[config.mk]
export PLATFORM = sky130hd
export DESIGN_NAME = exec_prio_calc
export DESIGN_NICKNAME = d
export VERILOG_FILES = /design/src/rtl/epc_pkg.sv /design/src/rtl/epc_group_mask.sv /design/src/rtl/epc_candidates.sv /design/src/rtl/epc_override_stage.sv /design/src/rtl/exec_prio_calc.sv
export SDC_FILE = /design/constraint.sdc
export NUM_CORES = 1
export LEC_CHECK = 0
export BUFFER_PORTS_ARGS = -buffer_cell sky130_fd_sc_hd__buf_2
export CORE_AREA = 2 2 70 121
export DETAILED_ROUTE_END_ITERATION = 12
export DIE_AREA = 0 0 72 123
export MAX_ROUTING_LAYER = met4
export PLACE_DENSITY_LB_ADDON = 0.2
export SLEW_MARGIN = 10
export SYNTH_ARGS = -nofsm -noshare
export SYNTH_HDL_FRONTEND = slang
export SYNTH_SLANG_ARGS = --single-unit
[constraint.sdc]
create_clock -name clk -period 0.8 [get_ports clk]
set_clock_uncertainty 0.05 [all_clocks]
set_input_delay 0.12 -clock clk [delete_from_list [all_inputs] [get_ports clk]]
set_output_delay 0.12 -clock clk [all_outputs]
set_load 0.01 [all_outputs]
[src/rtl/epc_pkg.sv]
package epc_pkg;

    parameter int PRIO_W = 8;
    parameter int GRP_W  = 3;
    parameter int RES_W  = PRIO_W + 2;
    parameter int N_CAND = 6;

    typedef logic signed [RES_W-1:0] eprio_t;

    localparam eprio_t IDLE_PRIO = eprio_t'(1 << PRIO_W);

    // candidate kinds, in the order the overrides are applied
    typedef enum logic [2:0] {
        K_THR_NS   = 3'd0,
        K_THR_S    = 3'd1,
        K_IMASK_NS = 3'd2,
        K_IMASK_S  = 3'd3,
        K_FLT_NS   = 3'd4,
        K_FLT_S    = 3'd5
    } cand_kind_e;

endpackage

[src/rtl/epc_group_mask.sv]
module epc_group_mask
    import epc_pkg::*;
(
    input  logic [GRP_W-1:0]  grp,
    output logic [PRIO_W-1:0] keep
);

    localparam int EXT_W = PRIO_W + 1;

    logic [EXT_W-1:0] low_ones;
    logic [GRP_W:0]   shift_amt;

    always_comb begin
        shift_amt = {1'b0, grp} + (GRP_W+1)'(1);
        low_ones  = (EXT_W'(1) << shift_amt) - EXT_W'(1);
        keep      = ~low_ones[PRIO_W-1:0];
    end

endmodule

[src/rtl/epc_candidates.sv]
module epc_candidates
    import epc_pkg::*;
(
    input  logic [PRIO_W-1:0] thr_s,
    input  logic [PRIO_W-1:0] thr_ns,
    input  logic              imask_s,
    input  logic              imask_ns,
    input  logic              fltmask_s,
    input  logic              fltmask_ns,
    input  logic              ns_split,
    input  logic              ns_fault_own,
    input  logic [GRP_W-1:0]  grp_s,
    input  logic [GRP_W-1:0]  grp_ns,
    output eprio_t            cand [N_CAND],
    output logic [N_CAND-1:0] live
);

    localparam logic [PRIO_W-1:0] HALF = {1'b1, {(PRIO_W-1){1'b0}}};

    logic [PRIO_W-1:0] keep_s, keep_ns;
    logic [PRIO_W-1:0] gthr_s, gthr_ns, mapped_ns;
    logic [PRIO_W-1:0] ns_mask_lvl;

    epc_group_mask u_gm_s  (.grp(grp_s),  .keep(keep_s));
    epc_group_mask u_gm_ns (.grp(grp_ns), .keep(keep_ns));

    assign gthr_s      = thr_s  & keep_s;
    assign gthr_ns     = thr_ns & keep_ns;
    assign mapped_ns   = ns_split ? {1'b1, gthr_ns[PRIO_W-1:1]} : gthr_ns;
    assign ns_mask_lvl = ns_split ? HALF : '0;

    function automatic eprio_t widen(input logic [PRIO_W-1:0] v);
        return eprio_t'({2'b00, v});
    endfunction

    for (genvar i = 0; i < N_CAND; i++) begin : g_cand
        eprio_t c_val;
        logic   c_on;

        always_comb begin
            unique case (cand_kind_e'(i))
                K_THR_NS: begin
                    c_val = widen(mapped_ns);
                    c_on  = |thr_ns;
                end
                K_THR_S: begin
                    c_val = widen(gthr_s);
                    c_on  = |thr_s;
                end
                K_IMASK_NS: begin
                    c_val = widen(ns_mask_lvl);
                    c_on  = imask_ns;
                end
                K_IMASK_S: begin
                    c_val = '0;
                    c_on  = imask_s;
                end
                K_FLT_NS: begin
                    c_val = ns_fault_own ? eprio_t'(-1) : widen(ns_mask_lvl);
                    c_on  = fltmask_ns;
                end
                K_FLT_S: begin
                    c_val = ns_fault_own ? eprio_t'(-3) : eprio_t'(-1);
                    c_on  = fltmask_s;
                end
                default: begin
                    c_val = IDLE_PRIO;
                    c_on  = 1'b0;
                end
            endcase
        end

        assign cand[i] = c_val;
        assign live[i] = c_on;
    end

endmodule

[src/rtl/epc_override_stage.sv]
module epc_override_stage
    import epc_pkg::*;
(
    input  eprio_t run_in,
    input  eprio_t cand,
    input  logic   live,
    output eprio_t run_out
);

    // replace only with a strictly more urgent value
    assign run_out = (live && (cand < run_in)) ? cand : run_in;

endmodule

[src/rtl/exec_prio_calc.sv]
module exec_prio_calc
    import epc_pkg::*;
(
    input  logic                    clk,
    input  logic                    rst_n,
    input  logic signed [RES_W-1:0] act_prio,
    input  logic [PRIO_W-1:0]       thr_s,
    input  logic [PRIO_W-1:0]       thr_ns,
    input  logic                    imask_s,
    input  logic                    imask_ns,
    input  logic                    fltmask_s,
    input  logic                    fltmask_ns,
    input  logic                    ns_split,
    input  logic                    ns_fault_own,
    input  logic [GRP_W-1:0]        grp_s,
    input  logic [GRP_W-1:0]        grp_ns,
    input  logic signed [RES_W-1:0] pend_prio,
    output logic signed [RES_W-1:0] exec_prio,
    output logic                    preempt
);

    eprio_t            cand [N_CAND];
    logic [N_CAND-1:0] live;
    eprio_t            run  [N_CAND+1];
    eprio_t            exec_d;
    logic              preempt_d;
    eprio_t            exec_q;
    logic              preempt_q;

    epc_candidates u_cand (
        .thr_s        (thr_s),
        .thr_ns       (thr_ns),
        .imask_s      (imask_s),
        .imask_ns     (imask_ns),
        .fltmask_s    (fltmask_s),
        .fltmask_ns   (fltmask_ns),
        .ns_split     (ns_split),
        .ns_fault_own (ns_fault_own),
        .grp_s        (grp_s),
        .grp_ns       (grp_ns),
        .cand         (cand),
        .live         (live)
    );

    assign run[0] = act_prio;

    for (genvar i = 0; i < N_CAND; i++) begin : g_chain
        epc_override_stage u_stage (
            .run_in  (run[i]),
            .cand    (cand[i]),
            .live    (live[i]),
            .run_out (run[i+1])
        );
    end

    assign exec_d    = run[N_CAND];
    assign preempt_d = pend_prio < exec_d;

    always_ff @(posedge clk or negedge rst_n) begin
        if (!rst_n) begin
            exec_q    <= IDLE_PRIO;
            preempt_q <= 1'b0;
        end else begin
            exec_q    <= exec_d;
            preempt_q <= preempt_d;
        end
    end

    assign exec_prio = exec_q;
    assign preempt   = preempt_q;

endmodule

# Word-level counts from Yosys, hierarchy flattened
# Cells that the tools add are included.
# totals
regBits	11
inputBits	50
out_inout_bits	11
word_cells	37
# classes
addsub	4
n_lt_le_gt_ge	7
shifts	2
n_mux	10
bitwise_logic	4
n_reduce_logical	8
# ops
op	count
$mux 10	7
$lt 9x10->1	3
$lt 10x10->1	2
$and 8x8->8	2
$mux 8	2
$not 8->8	2
$reduce_or 8->1	2
$shl 1x4->8 const A	2
$sub 8x2->8 const B	2
$lt 1x10->1 const A	1
$lt 3x10->1	1
$add 3x1->4 const B	2
$logic_and 1x1->1	6
$mux 2	1

# Longest topological paths before layout
# Gate-level depths: netlist of the first run.
# depth
depth_word	25
depth_mapped	49
mapped_depth_nobuf	45

# Modules after synthesis
# From an unflattened synthesis of the first run, not the netlist that was laid out.
# hier_totals
hier_cells	921
hier_area_um2	6113.4
# modules_own_cells
module	n_inst	cells_per_inst	area_per_inst_um2
epc_override_stage	6	125	782.0
epc_candidates	1	89	576.8
exec_prio_calc	1	42	521.8
epc_group_mask	2	20	161.4

# Worst setup path after synthesis of the first run
# Ideal clock, no wire load.
# synth_timing
kind	input-to-reg
from	in grp_ns[1]
to	reg preempt_q, in the netlist preempt
setup_ps	88
t_arrival_ps	9775
t_required_ps	662
setup_slack_ps	-9114
cell_stages	48
cell_sequence	clkbuf_1 or3_1 ha_1 or4bb_1 nand4_1 mux2i_1 ha_1 a21oi_1 o21ai_0 a211oi_2 clkbuf_1 nor2_1 a21oi_1 ha_1 a2111oi_0 o21ai_0 a211o_1 a221oi_2 [12 not listed] a21o_1 a21o_1 a2111oi_0 nand4b_1 o211ai_1 a2111oi_4 a211oi_4 buf_6 o21a_1 ha_1 nor2b_1 o21ai_0 nand2b_1 a21oi_1 nor2b_1 o21ai_0 a21oi_1 a41oi_1
# synth_between
elab_chain_cells	25
# synth_rtl
element	line	text
from (decl)	exec_prio_calc.sv:16	input logic [GRP_W-1:0] grp_ns,
$add 3x1->4 (*)	epc_group_mask.sv:14	shift_amt = {1'b0, grp} + (GRP_W+1)'(1);
$shl 1x4->8 (*)	epc_group_mask.sv:15	low_ones = (EXT_W'(1) << shift_amt) - EXT_W'(1);
$sub 8x2->8 (*)	epc_group_mask.sv:15	
$not 8->8 (*)	epc_group_mask.sv:16	keep = ~low_ones[PRIO_W-1:0];
$and 8x8->8 (*)	epc_candidates.sv:28	assign gthr_ns = thr_ns & keep_ns;
$mux 8 (*)	epc_candidates.sv:29	assign mapped_ns = ns_split ? {1'b1, gthr_ns[PRIO_W-1:1]} : gthr_ns;
$lt 9x10->1	epc_override_stage.sv:11	assign run_out = (live && (cand < run_in)) ? cand : run_in;
$logic_and 1x1->1	epc_override_stage.sv:11	
[10 not listed]	--	
$lt 10x10->1	epc_override_stage.sv:11	
$logic_and 1x1->1	epc_override_stage.sv:11	
$mux 10 (*)	epc_override_stage.sv:11	
$lt 3x10->1	epc_override_stage.sv:11	
$logic_and 1x1->1	epc_override_stage.sv:11	
$mux 10 (*)	epc_override_stage.sv:11	
$lt 10x10->1 (*)	exec_prio_calc.sv:57	assign preempt_d = pend_prio < exec_d;
net preempt_d	exec_prio_calc.sv:26	logic preempt_d;
to (signal assigned)	exec_prio_calc.sv:65	preempt_q <= preempt_d;
to (decl)	exec_prio_calc.sv:28	logic preempt_q;
# Mark *: on every way through the listed nets, which the timed path passes. The rest lies on a longest branch.

# Final worst setup path of the first run
# Same ends and word-level chain as after synthesis.

==> results of run 1 <==
==> worst min-delay path by stage <==
| stage | startpoint | end | slack, ns |
|---|---|---|---|
| 2_1_floorplan | rst_n | exec_prio[0]$_DFF_PN0_ | -0.23 |
| 3_3_place_gp | rst_n | exec_prio[9]$_DFF_PN0_ | -0.04 |
| 3_5_place_dp | rst_n | exec_prio[9]$_DFF_PN0_ | -0.04 |
| 4_1_cts | rst_n | exec_prio[0]$_DFF_PN0_ | 0.24 |
| 5_1_grt | rst_n | exec_prio[0]$_DFF_PN0_ | 0.28 |
| 6_report | rst_n | exec_prio[0]$_DFF_PN0_ | 0.24 |
==> logic make-up after synthesis <==
group	count (synthesis)	share of synthesized area, %
and+or+nand+nor	122	28.05
AOI/OAI and AO/OA	105	33.32
adders and majority gates	35	17.88
buffers and inverters	35	5.979
DFF	11	11.29
muxes	7	2.964
other	1	0.1531
xor gates and xnor gates	1	0.3578
==> sequential cells by signal, indices dropped and copies added (netlist names) <==
signal	count
exec_prio	10
preempt	1
==> placed cells by master, fill, tap and decap left out, types with 4 or more instances in the layout <==
cell type,netlist,routed
buf_4,0,147
buf_2,0,54
buf_6,2,29
ha_1,35,26
inv_1,26,24
nand2_1,23,22
a21oi_1,28,17
nor2_1,22,17
nand4_1,13,13
dfrtp_1,10,10
nand2b_1,9,9
a21oi_2,0,9
a21o_1,9,9
o21ai_0,18,8
o21ai_2,0,8
nor4_1,7,7
o21a_1,7,7
ha_4,0,7
o21ai_1,4,6
nor2b_1,6,6
nand3_1,5,5
a211o_1,4,4
a2111oi_4,1,4
nor3_1,6,4
nor2_2,0,4
==> layer usage <==
layer | vias up | global-route usage (%) | share of wire [%]
li1 | 1664 | - | -
met1 | 1587 | 19.89 | 34
met2 | 71 | 46.76 | 60
met3 | 25 | 1.222 | 2.2
met4 | 0 | 9.788 | 4.2
met5 | - | - | 0
==> per-stage QoR <==
step | setup WS [ns] | setup TNS, ns | std cells | hold WS (ns)
final | -8.028 | -83.40 | 634 | 0.2422
after global routing | -8.433 | -87.43 | 634 | 0.2778
after CTS | -7.844 | -76.51 | 618 | 0.2351
after detailed placement | -8.596 | -83.71 | 593 | -0.03631
after global placement | -8.245 | -80.50 | 593 | -0.03914
after floorplan | -7.685 | -73.61 | 318 | -0.2256
==> cell usage after synthesis (all sizes together) (6+ instances only) <==
master  number
nor3         6
ha          35
nor2b        6
a21oi       28
nand2       23
o21ai       22
o21a         7
nand2b       9
dfrtp       10
nand4       13
clkbuf       7
a21o         9
nor2        22
nor4         7
inv         26
==> power by group <==
| part | total [mW] | switching, mW | leakage [nW] | internal, mW |
|---|---|---|---|---|
| Clock | 0.930 | 0.267 | 0.0409 | 0.664 |
| Sequential | 0.712 | 0.0410 | 0.128 | 0.671 |
| Combinational | 4.16 | 1.92 | 2.07 | 2.24 |
| Total | 5.80 | 2.23 | 2.24 | 3.57 |
==> final cells by class <==
class                      count  area (um^2)  share of cell area [%]
multi-input combinational    272         2409                   51.37
timing repair buffer         231         1710                   36.48
sequential                    11        276.5                   5.898
tap                           90        112.6                   2.402
inverter                      26        100.1                   2.135
clock buffer                   3        75.07                   1.601
clock inverter                 1        5.005                  0.1068
==> what timing repair did <==
action                     in CTS  in global routing
pin swaps                       9                 27
setup endpoints to repair      22                 22
setup buffers                  21                 17
resized for setup              41                 48
hold buffers                    1                  0
hold endpoints to repair       11                  0
==> metrics.md, run 1 <==
| Metric | Value |
|---|---|
| Status | `finished, violations left` |
| Failing checks | `negative setup slack` |
| CTS tree | `built` |
| Yosys warns | `0` |
| Antenna Cells | `0` |
| # DRC | `0` |
| Initial Utilization | `30.96%` |
| Post-Syn Area | `2449 um^2` |
| Die Wd | `72 um` |
| LEAKAGE | `2.240 nW` |
| CP required | `0.89 ns` |
| Worst path bufs/invs | `11` |
| Syn avg cell area | `7.724 um^2` |
| CTS Buffer Depth | `2` |
| Clock sinks | `11` |
| First-pass DRT Iterations | `4` |
| Port bufs | `60` |
| Levels on crit path | `46` |
| Fin util | `59.28%` |
| Clk slew on worst S/H paths | `0.05 ns` |
| Area grow syn2layout | `91.47%` |
| Fin. max-slew vios | `0` |
| Crit share post-route | `1104%` |
| CP max FO | `10` |
| Unrepaired setup endpoints after global routing | `true` |
| VDD IR max | `0.001247 V` |
| Largest net degree at the start of global routing | `16` |
| Hold Violations, Final | `0` |
| Initial antenna violation count | `0` |
| Via/cell ratio | `5.279` |
| H-tree levels | `1` |
| Routed length per placed instance | `15.88 um` |
| Overall Global Routing Usage | `22.47%` |
| Root Driver | `clkbuf_16` |
| Critical Path Start Type | `primary input` |
| Die area | `8856 um^2` |
| Mapped Cells | `317` |
| Max Cap Viol | `0` |
| Total CTS buffers | `3` |
| Post-synth cell types | `67` |
| Total congestion overflow | `0` |
| Crit. End Element | `flip-flop` |
| Final worst slack | `-8.028 ns` |
| Seq/Total Area, Yosys | `11.29%` |
| Area contributors post-synth | `ha_1 18%, dfrtp_1 10%, a21oi_1 5.7%` |
| Top_reg_cell synth | `dfrtp_1` |
| Remaining antenna violation count | `0` |
| Vias in the first global route | `3,464` |
| Worst path slowest cell | `a211oi_4` |
| GPL Wtd Cong | `0.8875` |
| # nets final | `630` |
| First-pass GRT wire length | `15,260 um` |
| Number of flops mapped to enable cells by yosys | `0` |
| Synth async-reset ratio | `100.0%` |
| PD cells | `1238 nW/um^2` |
| CP Capture Point | `preempt$_DFF_PN0_` |
| Fillers | `699` |
| Cell mode on critical path | `buf_4` |
| Worst setup path start | `grp_ns[1]` |
| Layout cells sized above 1 | `56.80%` |
| CP peak stage delay | `0.47 ns` |
| Cell family with most CP delay | `compound AO/OA/AOI/OAI gates` |
| DP HPWL | `7914 um` |
| Core area | `7909 um^2` |
| Final WL | `10,070 um` |
| Worst hold path class | `primary input to asynchronous set/reset pin` |
| Die height | `123 um` |
| Total power | `5.803 mW` |
| CP Data Arrival Time | `8.91 ns` |
| Post-Place Cell Area | `3933 um^2` |
| Setup-failing EPs final | `22` |
| Minimum clock period | `8.828 ns` |
| Drt initial violations | `81` |
| #FFs+latches synth | `11` |
| IO Count | `61` |
| Worst Path Class, Setup | `primary input to flip-flop` |
| Design area | `4688 um^2` |
| Yosys top cell area share | `17.88%` |
| Leading area contributor after synthesis | `ha_1` |
| Via count | `3,347` |
| Peak Freq | `113.3 MHz` |
| Number of core rows | `43` |
Power figures use the tool's default switching activity.
==> run 2: changes to the inputs <==
Settings changed: MAX_ROUTING_LAYER met4 to default, SETUP_SLACK_MARGIN from default to 0.2.
==> run 2 against run 1 <==
Effect of this change: the flow finishes with violations (negative hold slack, negative setup slack); sequential share of layout area up 0.052 points; final cell count shrank 0.79%; count of clock-buffer cells in the layout up 1; die area did not move; hold slack got worse by 0.54 ns; flip-flop and latch count stayed put.
==> metrics.md, run 2 (synthesized netlist as in run 1, its figures left out) <==
| Metric | Value |
|---|---|
| Status | `finished, violations left (unchanged)` |
| Failing checks | `negative hold slack, negative setup slack (was negative setup slack)` |
| PD cells | `1232 nW/um^2 (was 1238 nW/um^2)` |
| First-pass GRT wire length | `16,780 um (was 15,260 um)` |
| Layout cells sized above 1 | `55.66% (was 56.80%)` |
| Drt initial violations | `130 (was 81)` |
| Initial Utilization | `30.96% (unchanged)` |
| Max reg flops | `10 (unchanged)` |
| Worst Path Class, Setup | `primary input to flip-flop (unchanged)` |
| Initial antenna violation count | `0 (unchanged)` |
| CP max FO | `6 (was 10)` |
| Clk slew on worst S/H paths | `0.04 ns (was 0.05 ns)` |
| DP HPWL | `7957 um (was 7914 um)` |
| Unrepaired setup endpoints after global routing | `true (unchanged)` |
| Number of core rows | `43 (unchanged)` |
| Leading cell type in the layout, fill and taps excluded | `buf_4 (unchanged)` |
| Antenna Cells | `0 (unchanged)` |
| # DRC | `0 (unchanged)` |
| Overall Global Routing Usage | `23.90% (was 22.47%)` |
| CP peak stage delay | `0.46 ns (was 0.47 ns)` |
| Largest net degree at the start of global routing | `16 (unchanged)` |
| Final worst slack | `-7.871 ns (was -8.028 ns)` |
| CTS tree | `built (unchanged)` |
| Root Driver | `clkbuf_16 (unchanged)` |
| Fillers | `695 (was 699)` |
| CTS Buffer Depth | `2 (unchanged)` |
| IO Count | `61 (unchanged)` |
| Worst hold path class | `primary input to asynchronous set/reset pin (unchanged)` |
| Min Hold Slack | `-0.2966 ns (was 0.2422 ns)` |
| First-pass DRT Iterations | `4 (unchanged)` |
| Peak Freq | `115.3 MHz (was 113.3 MHz)` |
| Die height | `123 um (unchanged)` |
| Crit share post-route | `1084% (was 1104%)` |
| Routed length per placed instance | `16.28 um (was 15.88 um)` |
| CP Data Arrival Time | `8.78 ns (was 8.91 ns)` |
| H-tree levels | `1 (unchanged)` |
| Max Cap Viol | `0 (unchanged)` |
| Die area | `8856 um^2 (unchanged)` |
| Fin. max-slew vios | `0 (unchanged)` |
| VDD IR max | `0.001392 V (was 0.001247 V)` |
| LEAKAGE | `2.212 nW (was 2.240 nW)` |
| Minimum clock period | `8.671 ns (was 8.828 ns)` |
| Area grow syn2layout | `89.78% (was 91.47%)` |
| # nets final | `625 (was 630)` |
| Die Wd | `72 um (unchanged)` |
| Crit. End Element | `flip-flop (unchanged)` |
| Slew @ Worst Pin | `0.5085 ns` |
| Hold Violations, Final | `11 (was 0)` |
| Final WL | `10,240 um (was 10,070 um)` |
| Slew HR | `66.10%` |
| Clock sinks | `11 (unchanged)` |
| Critical Path Start Type | `primary input (unchanged)` |
| Total CTS buffers | `3 (unchanged)` |
| GPL Wtd Cong | `0.8469 (was 0.8875)` |
| TNS Setup | `-78.91 ns (was -83.40 ns)` |
| Via count | `3,340 (was 3,347)` |
| Worst path slowest cell | `or4bb_1 (was a211oi_4)` |
| Core area | `7909 um^2 (unchanged)` |
| CP required | `0.90 ns (was 0.89 ns)` |
| Commonest cells after routing, fill and taps aside | `146 x buf_4, 53 x buf_2, 27 x buf_6, 25 x inv_1, 25 x ha_1 (was 147 x buf_4, 54 x buf_2, 29 x buf_6, 26 x ha_1, 24 x inv_1)` |
| Setup-failing EPs final | `22 (unchanged)` |
| Vias in the first global route | `3,806 (was 3,464)` |
| Remaining antenna violation count | `0 (unchanged)` |
| Port bufs | `60 (unchanged)` |
| Via/cell ratio | `5.310 (was 5.279)` |
| Cell mode on critical path | `ha_4 (was buf_4)` |
| Total congestion overflow | `0 (unchanged)` |
-- run 2: layout make-up --
| class | count | area, um^2 | share of cell area (%) |
|---|---|---|---|
| Clock buffer | 4 | 78.83 | 1.696 |
| Sequential cell | 11 | 276.5 | 5.950 |
| Inverter | 26 | 97.59 | 2.100 |
| Timing Repair Buffer | 226 | 1665 | 35.84 |
| Multi-Input combinational cell | 272 | 2416 | 51.99 |
| Tap cell | 90 | 112.6 | 2.423 |
-- run 2: repair_timing --
| item | CTS | global route |
|---|---|---|
| endpoints found under the setup margin | 22 | 22 |
| endpoints found under the hold margin | 11 | 10 |
| buffers inserted | 28 | 6 |
| pin swaps | 22 | 25 |
| resized for setup | 60 | 19 |
-- run 2: metal layers --
metal | global-route usage (%) | wire length (um) | part of all wire, % | vias up
met2 | 49.88 | 5925 | 58 | 89
met3 | 1.467 | 273 | 2.7 | 36
met5 | 0 | 0 | 0 | -
li1 | - | - | - | 1644
met1 | 21.73 | 3475 | 34 | 1571
met4 | 13.09 | 566 | 5.5 | 0
-- run 2: critical path: cells and delay by family --
kind | cells | cell delay (ns)
AO/OA/AOI/OAI | 24 | 4.54
AND/OR/NAND/NOR | 11 | 1.91
adder cells (fa/ha/maj) | 6 | 1.35
buffers and inverters | 5 | 0.70
multiplexers | 1 | 0.10
-- run 2: path summary, 6_finish.rpt --
kind                         startpoint                     end  slack [ns]  depth (start not counted)
hold / removal                    rst_n  exec_prio[9]$_DFF_PN0_       -0.30                          1
min in group clk           ns_fault_own  exec_prio[1]$_DFF_PN0_        0.28                          3
setup / recovery              grp_ns[1]       preempt$_DFF_PN0_       -7.87                         47
max in group asynchronous         rst_n  exec_prio[8]$_DFF_PN1_        0.72                          1
-- run 2: per-stage QoR --
step	util (%)	power [mW]	cell area (um^2)	instances	setup slack, ns
after global placement	49.53	3.881	3918	591	-8.121
after global routing	58.76	6.124	4647	629	-8.378
final	58.76	5.723	4647	629	-7.871
after floorplan	-	2.381	2581	318	-7.685
after detailed placement	49.53	3.927	3918	591	-8.345
after CTS	56.54	5.469	4472	623	-7.777
-- run 2: where the power goes --
part	switching (mW)	internal (mW)
Clock	0.263	0.671
Combinational	1.91	2.17
Sequential	0.0420	0.671
